File: config.mk
export PLATFORM = sky130hd
export DESIGN_NAME = dma_xfer_counter
export DESIGN_NICKNAME = d
export VERILOG_FILES = /design/src/rtl/xfer_cnt_pkg.sv /design/src/rtl/xfer_len_calc.sv /design/src/rtl/xfer_down_counter.sv /design/src/rtl/xfer_report.sv /design/src/rtl/dma_xfer_counter.sv
export SDC_FILE = /design/constraint.sdc
export NUM_CORES = 1
export LEC_CHECK = 0
export ABC_AREA = 1
export BUFFER_PORTS_ARGS = -buffer_cell sky130_fd_sc_hd__clkbuf_2
export CAP_MARGIN = 20
export CELL_PAD_IN_SITES_DETAIL_PLACEMENT = 1
export CELL_PAD_IN_SITES_GLOBAL_PLACEMENT = 2
export CORE_MARGIN = 3
export CORE_UTILIZATION = 31
export DETAILED_ROUTE_END_ITERATION = 16
export GPL_TIMING_DRIVEN = 0
export PLACE_DENSITY_LB_ADDON = 0.12
export REMOVE_ABC_BUFFERS = 1
export SLEW_MARGIN = 20
export SYNTH_ARGS = -nofsm -noshare
export SYNTH_HDL_FRONTEND = slang
export SYNTH_HIERARCHICAL = 1
export SYNTH_SLANG_ARGS = --single-unit
File: constraint.sdc
create_clock -name clk -period 8.7 [get_ports clk]
set_input_delay 0 -clock clk [delete_from_list [all_inputs] [get_ports clk]]
set_output_delay 0 -clock clk [all_outputs]
set_load 0.02 [all_outputs]
File: src/rtl/xfer_cnt_pkg.sv
package xfer_cnt_pkg;

    localparam int DEF_CNT_W   = 16;
    localparam int DEF_REM_W   = 24;
    localparam int DEF_BEAT_W  = 4;
    localparam int DEF_CMD_MAX = 32;

    localparam logic [7:0] INTR_BUS_SERVICE = 8'h10;

    typedef enum logic [1:0] {
        XS_IDLE = 2'd0,
        XS_RUN  = 2'd1,
        XS_HOLD = 2'd2
    } xfer_state_e;

    typedef struct packed {
        logic valid;
        logic buf_empty;
        logic more;
        logic finish;
    } beat_ev_t;

endpackage

File: src/rtl/xfer_len_calc.sv
module xfer_len_calc
    import xfer_cnt_pkg::*;
#(
    parameter int CNT_W   = DEF_CNT_W,
    parameter int REM_W   = DEF_REM_W,
    parameter int CMD_MAX = DEF_CMD_MAX
) (
    input  logic [CNT_W-1:0] prog_count,
    input  logic             cmd_phase,
    input  logic [REM_W-1:0] tgt_remain,
    output logic [CNT_W:0]   xfer_len,
    output logic             dir_to_tgt
);
    localparam int LEN_W = CNT_W + 1;

    logic [LEN_W-1:0] base_len;
    logic [REM_W-1:0] tgt_mag;

    always_comb begin
        // programmed zero stands for the full 2^CNT_W bytes
        base_len = (prog_count == '0) ? {1'b1, {CNT_W{1'b0}}} : {1'b0, prog_count};
        tgt_mag  = tgt_remain[REM_W-1] ? (~tgt_remain + REM_W'(1)) : tgt_remain;
        if (cmd_phase) begin
            xfer_len   = (base_len < LEN_W'(CMD_MAX)) ? base_len : LEN_W'(CMD_MAX);
            dir_to_tgt = 1'b0;
        end else begin
            xfer_len   = ({{(REM_W-LEN_W){1'b0}}, base_len} <= tgt_mag) ? base_len
                                                                         : tgt_mag[LEN_W-1:0];
            dir_to_tgt = tgt_remain[REM_W-1];
        end
    end
endmodule

File: src/rtl/xfer_down_counter.sv
module xfer_down_counter
    import xfer_cnt_pkg::*;
#(
    parameter int CNT_W  = DEF_CNT_W,
    parameter int BEAT_W = DEF_BEAT_W
) (
    input  logic              clk,
    input  logic              rst,
    input  logic              start,
    input  logic [CNT_W:0]    load_len,
    input  logic              load_dir,
    input  beat_ev_t          ev,
    input  logic [BEAT_W-1:0] beat_bytes,
    output logic [CNT_W:0]    remaining,
    output logic              to_target,
    output logic              busy,
    output logic              finish
);
    localparam int LEN_W = CNT_W + 1;

    xfer_state_e      state_q;
    logic [LEN_W-1:0] rem_q;
    logic             dir_q;
    logic [LEN_W-1:0] beat_ext;
    logic [LEN_W-1:0] dec_amt;
    logic [LEN_W-1:0] rem_next;
    logic             beat_take;
    logic             drained_zero;

    always_comb begin
        beat_ext     = {{(LEN_W-BEAT_W){1'b0}}, beat_bytes};
        dec_amt      = (beat_ext > rem_q) ? rem_q : beat_ext;
        rem_next     = rem_q - dec_amt;
        beat_take    = !start && (state_q == XS_RUN) && ev.valid;
        drained_zero = ev.buf_empty && (rem_next == '0);
        finish       = !start && (state_q != XS_IDLE) &&
                       (ev.finish ||
                        (beat_take && (!ev.buf_empty || (drained_zero && !dir_q && ev.more))));
    end

    always_ff @(posedge clk) begin
        if (rst) begin
            state_q <= XS_IDLE;
            rem_q   <= '0;
            dir_q   <= 1'b0;
        end else if (start) begin
            rem_q   <= load_len;
            dir_q   <= load_dir;
            state_q <= (load_len != '0) ? XS_RUN : XS_IDLE;
        end else begin
            if (beat_take)
                rem_q <= rem_next;
            if (finish)
                state_q <= XS_IDLE;
            else if (beat_take && drained_zero)
                state_q <= XS_HOLD;
        end
    end

    assign remaining = rem_q;
    assign to_target = dir_q;
    assign busy      = (state_q != XS_IDLE);

    // the count never climbs while a transfer is in progress
    assert_no_climb_R5: assert property (@(posedge clk) disable iff (rst)
        (busy && !start) |=> (rem_q <= $past(rem_q)));

    // a restart never reports a completion
    assert_restart_quiet_R9: assert property (@(posedge clk) disable iff (rst)
        start |-> !finish);

    // a waiting transfer ignores beats
    assert_hold_frozen_R8: assert property (@(posedge clk) disable iff (rst)
        (state_q == XS_HOLD && !start) |=> $stable(rem_q));
endmodule

File: src/rtl/xfer_report.sv
module xfer_report
    import xfer_cnt_pkg::*;
#(
    parameter int CNT_W = DEF_CNT_W
) (
    input  logic             clk,
    input  logic             rst,
    input  logic             cnt_wr_en,
    input  logic             cnt_wr_hi,
    input  logic [7:0]       cnt_wr_data,
    input  logic             start,
    input  logic             finish,
    input  logic             irq_ack,
    output logic [CNT_W-1:0] count_reg,
    output logic             tc_status,
    output logic [7:0]       intr_code,
    output logic             irq,
    output logic             done
);
    always_ff @(posedge clk) begin
        if (rst) begin
            count_reg <= '0;
            tc_status <= 1'b0;
            intr_code <= '0;
            irq       <= 1'b0;
            done      <= 1'b0;
        end else begin
            done <= finish;
            if (finish) begin
                count_reg <= '0;
                tc_status <= 1'b1;
                intr_code <= INTR_BUS_SERVICE;
                irq       <= 1'b1;
            end else begin
                if (cnt_wr_en) begin
                    if (cnt_wr_hi)
                        count_reg[CNT_W-1:8] <= cnt_wr_data[CNT_W-9:0];
                    else
                        count_reg[7:0] <= cnt_wr_data;
                end
                if (cnt_wr_en || start)
                    tc_status <= 1'b0;
                if (irq_ack) begin
                    intr_code <= '0;
                    irq       <= 1'b0;
                end
            end
        end
    end

    // every completion event carries the full report
    assert_done_report_R6: assert property (@(posedge clk) disable iff (rst)
        done |-> (tc_status && irq && intr_code == INTR_BUS_SERVICE && count_reg == '0));

    // completion wins over a same-cycle acknowledge
    assert_ack_priority_R10: assert property (@(posedge clk) disable iff (rst)
        (finish && irq_ack) |=> irq);
endmodule

File: src/rtl/dma_xfer_counter.sv
module dma_xfer_counter
    import xfer_cnt_pkg::*;
#(
    parameter int CNT_W   = DEF_CNT_W,
    parameter int REM_W   = DEF_REM_W,
    parameter int BEAT_W  = DEF_BEAT_W,
    parameter int CMD_MAX = DEF_CMD_MAX
) (
    input  logic              clk,
    input  logic              rst,
    input  logic              cnt_wr_en,
    input  logic              cnt_wr_hi,
    input  logic [7:0]        cnt_wr_data,
    input  logic              start,
    input  logic              cmd_phase,
    input  logic [REM_W-1:0]  tgt_remain,
    input  logic              tgt_more,
    input  logic              beat_valid,
    input  logic [BEAT_W-1:0] beat_bytes,
    input  logic              beat_buf_empty,
    input  logic              tgt_finish,
    input  logic              irq_ack,
    output logic [CNT_W:0]    remaining,
    output logic              to_target,
    output logic              busy,
    output logic              done,
    output logic              tc_status,
    output logic [7:0]        intr_code,
    output logic              irq,
    output logic [CNT_W-1:0]  count_reg
);
    localparam int LEN_W = CNT_W + 1;

    logic [LEN_W-1:0] len_w;
    logic             dir_w;
    logic             finish_w;
    beat_ev_t         ev_w;

    assign ev_w = '{valid: beat_valid, buf_empty: beat_buf_empty,
                    more: tgt_more, finish: tgt_finish};

    xfer_len_calc #(.CNT_W(CNT_W), .REM_W(REM_W), .CMD_MAX(CMD_MAX)) u_len (
        .prog_count (count_reg),
        .cmd_phase  (cmd_phase),
        .tgt_remain (tgt_remain),
        .xfer_len   (len_w),
        .dir_to_tgt (dir_w)
    );

    xfer_down_counter #(.CNT_W(CNT_W), .BEAT_W(BEAT_W)) u_cnt (
        .clk        (clk),
        .rst        (rst),
        .start      (start),
        .load_len   (len_w),
        .load_dir   (dir_w),
        .ev         (ev_w),
        .beat_bytes (beat_bytes),
        .remaining  (remaining),
        .to_target  (to_target),
        .busy       (busy),
        .finish     (finish_w)
    );

    xfer_report #(.CNT_W(CNT_W)) u_rep (
        .clk         (clk),
        .rst         (rst),
        .cnt_wr_en   (cnt_wr_en),
        .cnt_wr_hi   (cnt_wr_hi),
        .cnt_wr_data (cnt_wr_data),
        .start       (start),
        .finish      (finish_w),
        .irq_ack     (irq_ack),
        .count_reg   (count_reg),
        .tc_status   (tc_status),
        .intr_code   (intr_code),
        .irq         (irq),
        .done        (done)
    );

    // no loaded length exceeds the full-range count
    assert_len_cap_R1: assert property (@(posedge clk) disable iff (rst)
        start |=> (remaining <= {1'b1, {CNT_W{1'b0}}}));

    // command-phase transfers are capped
    assert_cmd_cap_R2: assert property (@(posedge clk) disable iff (rst)
        (start && cmd_phase) |=> (remaining <= LEN_W'(CMD_MAX) && !to_target));

    // a transfer from the target never exceeds what the target holds
    assert_tgt_clip_R3: assert property (@(posedge clk) disable iff (rst)
        (start && !cmd_phase && !tgt_remain[REM_W-1])
            |=> ({{(REM_W-LEN_W){1'b0}}, remaining} <= $past(tgt_remain)));

    // a start leaves the terminal-count flag low
    assert_start_clears_tc_R4: assert property (@(posedge clk) disable iff (rst)
        start |=> !tc_status);
endmodule

==> metrics.cfg <==
[power]
p_total_mw = 0.7080
p_leak_nw = 2.643
power_density_mw_per_mm2 = 141.8
ir_drop_v = 0.00006413

[sta]
finClkSkew_ns = 0.007050
rsz0062_at_grt = no
setup_viol = 0
fin_setup_tns_ns = 0
drv_slew = 0
worst_pin_slew_ns = 0.7358
period_needed_ns = 4.437
finalHoldViolations = 0
worst_slew_margin_rel_pct = 50.89
fmax_ghz = 0.2254
post-route-period-util_pct = 51.00

[floorplan]
start_util_pct = 32.04
ios = 93
coreArea_mm2 = 0.01340
rows = 42
die_w_um = 123.7
fp.dieH_um = 123.7
dieArea_mm2 = 0.01530

[final_layout]
layout-drive-gt1-share_pct = 17.49
finalInstanceArea_mm2 = 0.004992
area_growth_pct = 16.26
largest_reg_flops = 17
diodes = 0
nets = 879
final_cells = 982
final_common_cell = nand2_1
layout_common_cells = nand2_1 (187), nor2_1 (110), inv_1 (100), clkbuf_2 (85), nand3_1 (53)
nFillCells = 1847

[clocking]
cts_tree = done
ctsResizeCount = 0
clk_pin_slew_ns = 0.06
clock_latency_ns = 0.29
cts_root_buf = clkbuf_16
cts_sinks = 39
numCtsBuffers = 5
htreeDepth = 2
clk_path_buf_depth = 2

[flow_run]
cap_viol_max_count = 0

[grt]
grt_pass1_wl_mm = 22.96
grt.overflow.total = 0
grt_pass1_vias = 4713
grtUsageTotal_pct = 18.86
grt_max_degree = 24
antenna_found_initial = 0

[place]
gp_congestion = 0.8561
dp_hpwl_mm = 12.18
dpl_cell_area_mm2 = 0.004761
portBuffers = 85
dp_cells = 965

[outcome]
status = finished clean

[min_path]
min_from = cmd_phase
hp-class = primary input to flip-flop
hold_end = u_cnt/to_target$_SDFFE_PP0P_
hold_depth = 4

[route]
via_per_inst = 4.894
drt-initial-drc-count = 175
drt_first_pass_iters = 4
wl_per_cell_um = 14.91
num_vias = 4806
ant_nets = 0
drc = 0
drt_wl_total_mm = 14.64

[yosys]
syn_area_mm2 = 0.004294
yosysWarnings = 6
ys_ff_latch = 39
synth_edf_count = 0
ys_seq_area_share_pct = 18.18
yosysUniqueCellTypes = 46
yosys_most_used_dff = dfxtp_1
syn_avg_cell_area_um2 = 5.842
syn_inst = 735
synth-async-reset-ratio_pct = 0

[worst_setup_path]
critPathLaunchType = flip-flop
regToRegSetupSlack_ns = 4.26
reg2reg_to = u_rep/count_reg[11]$_SDFFE_PP0P_
crit_fanout = 16
cp.arrival_ns = 4.62
cp-end-kind = flip-flop
rr_worst_depth = 22
reg2reg_from = u_cnt/remaining[8]$_SDFFE_PP0P_
required_ns = 8.88
path_class = flip-flop to flip-flop
cp-startpoint = u_cnt/remaining[8]$_SDFFE_PP0P_

[how the worst max path moves through the flow]
| stage | endpoint | slack [ns] | cells after the start |
|---|---|---|---|
| after CTS | u_rep/count_reg[11]$_SDFFE_PP0P_ | 4.19 | 22 |
| after floorplan | u_rep/count_reg[10]$_SDFFE_PP0P_ | 5.14 | 23 |
| final | u_rep/count_reg[11]$_SDFFE_PP0P_ | 4.26 | 22 |
| after detailed placement | u_rep/count_reg[11]$_SDFFE_PP0P_ | 4.21 | 22 |
| after global placement | u_rep/count_reg[11]$_SDFFE_PP0P_ | 4.30 | 22 |
| after global routing | u_rep/count_reg[10]$_SDFFE_PP0P_ | 3.83 | 22 |
[layout make-up]
class                      instances  area [um^2]  area share (%)
timing repair buffer              94        515.5           10.33
sequential                        39        780.7           15.64
clock inverter                     2        12.51          0.2506
clock buffer                       6        128.9           2.581
multi-input combinational        554         2914           58.37
tap                              176        220.2           4.411
inverter                         111        420.4           8.421
[cell families after synthesis]
family / after synthesis / synth area share, %
AOI/OAI and AO/OA: 77 / 10.14
xor gates and xnor gates: 17 / 3.468
adders and majority gates: 27 / 8.042
buffers and inverters: 148 / 14.48
DFF: 39 / 18.18
muxes: 3 / 0.6993
other: 1 / 0.08733
and+or+nand+nor: 423 / 44.90
[cells in the mapped netlist, types with 3 or more instances]
master    count  area [um^2]
mux2i_1       3        30.03
clkbuf_1     21        78.83
nor3_1        3        15.01
nor2_2        6        37.54
xor2_1       15        131.4
buf_4        12        90.09
o21bai_1      3        22.52
nand4_1      22        137.6
nand3_2       7        70.07
nand2_2      10        62.56
dfxtp_1      39        780.8
o21ai_0      14        70.07
nor4_1        6        37.54
ha_1         26        325.3
nand3_1      53        265.3
nor2_4        7        78.83
a31oi_1      15        93.84
inv_2         8        30.03
a21oi_1      21        105.1
o21ai_1      16        80.08
nand2_1     187        701.9
nor2_1      110        412.9
inv_1       100        375.4
or2_2         4        25.02
[report_power, final]
part / switching [mW] / internal [mW] / total [mW] / leakage, nW
registers: 0.0199 / 0.189 / 0.209 / 0.319
clock network: 0.0737 / 0.106 / 0.179 / 0.0669
logic: 0.210 / 0.110 / 0.319 / 2.26
[through the flow]
stage / utilization [%] / setup slack [ns] / hold WS, ns
2_1_floorplan: - / 5.137 / 0.06907
3_3_place_gp: 35.53 / 4.302 / 0.2508
3_5_place_dp: 35.53 / 4.210 / 0.2607
4_1_cts: 37.25 / 4.188 / 0.09940
5_1_grt: 37.25 / 3.827 / 0.1317
6_report: 37.25 / 4.263 / 0.1126
[routing by layer]
layer | wire length (um) | track usage, % | part of all wire (%)
met1 | 6666 | 23.75 | 46
met2 | 7452 | 34.78 | 51
met3 | 345 | 1.680 | 2.4
met4 | 177 | 4.014 | 1.2
met5 | 0 | 0 | 0
[worst max-delay path: stages, from the launching register on]
cell and delay (ns):
dfxtp_1 0.37, nor2_1 0.33, nand2_1 0.10, nor4_1 0.46, o211ai_1 0.36, a21oi_1 0.24, ha_1 0.16, inv_1 0.08
fa_1 0.42, inv_1 0.11, nor2_1 0.07, nor2_2 0.22, nand3b_1 0.14, xor2_1 0.23, nand3_2 0.08, nor2_1 0.22
nand4_1 0.14, nand2_1 0.09, nand2_2 0.07, inv_1 0.12, nor2_4 0.10, o21ai_1 0.16, nor2_1 0.05
[timing repair]
action / in CTS / in global routing
hold buffers: 9 / 0
endpoints found under the hold margin: 9 / 0
buffers inserted: 0 / 0
Power figures use the tool's default switching activity.
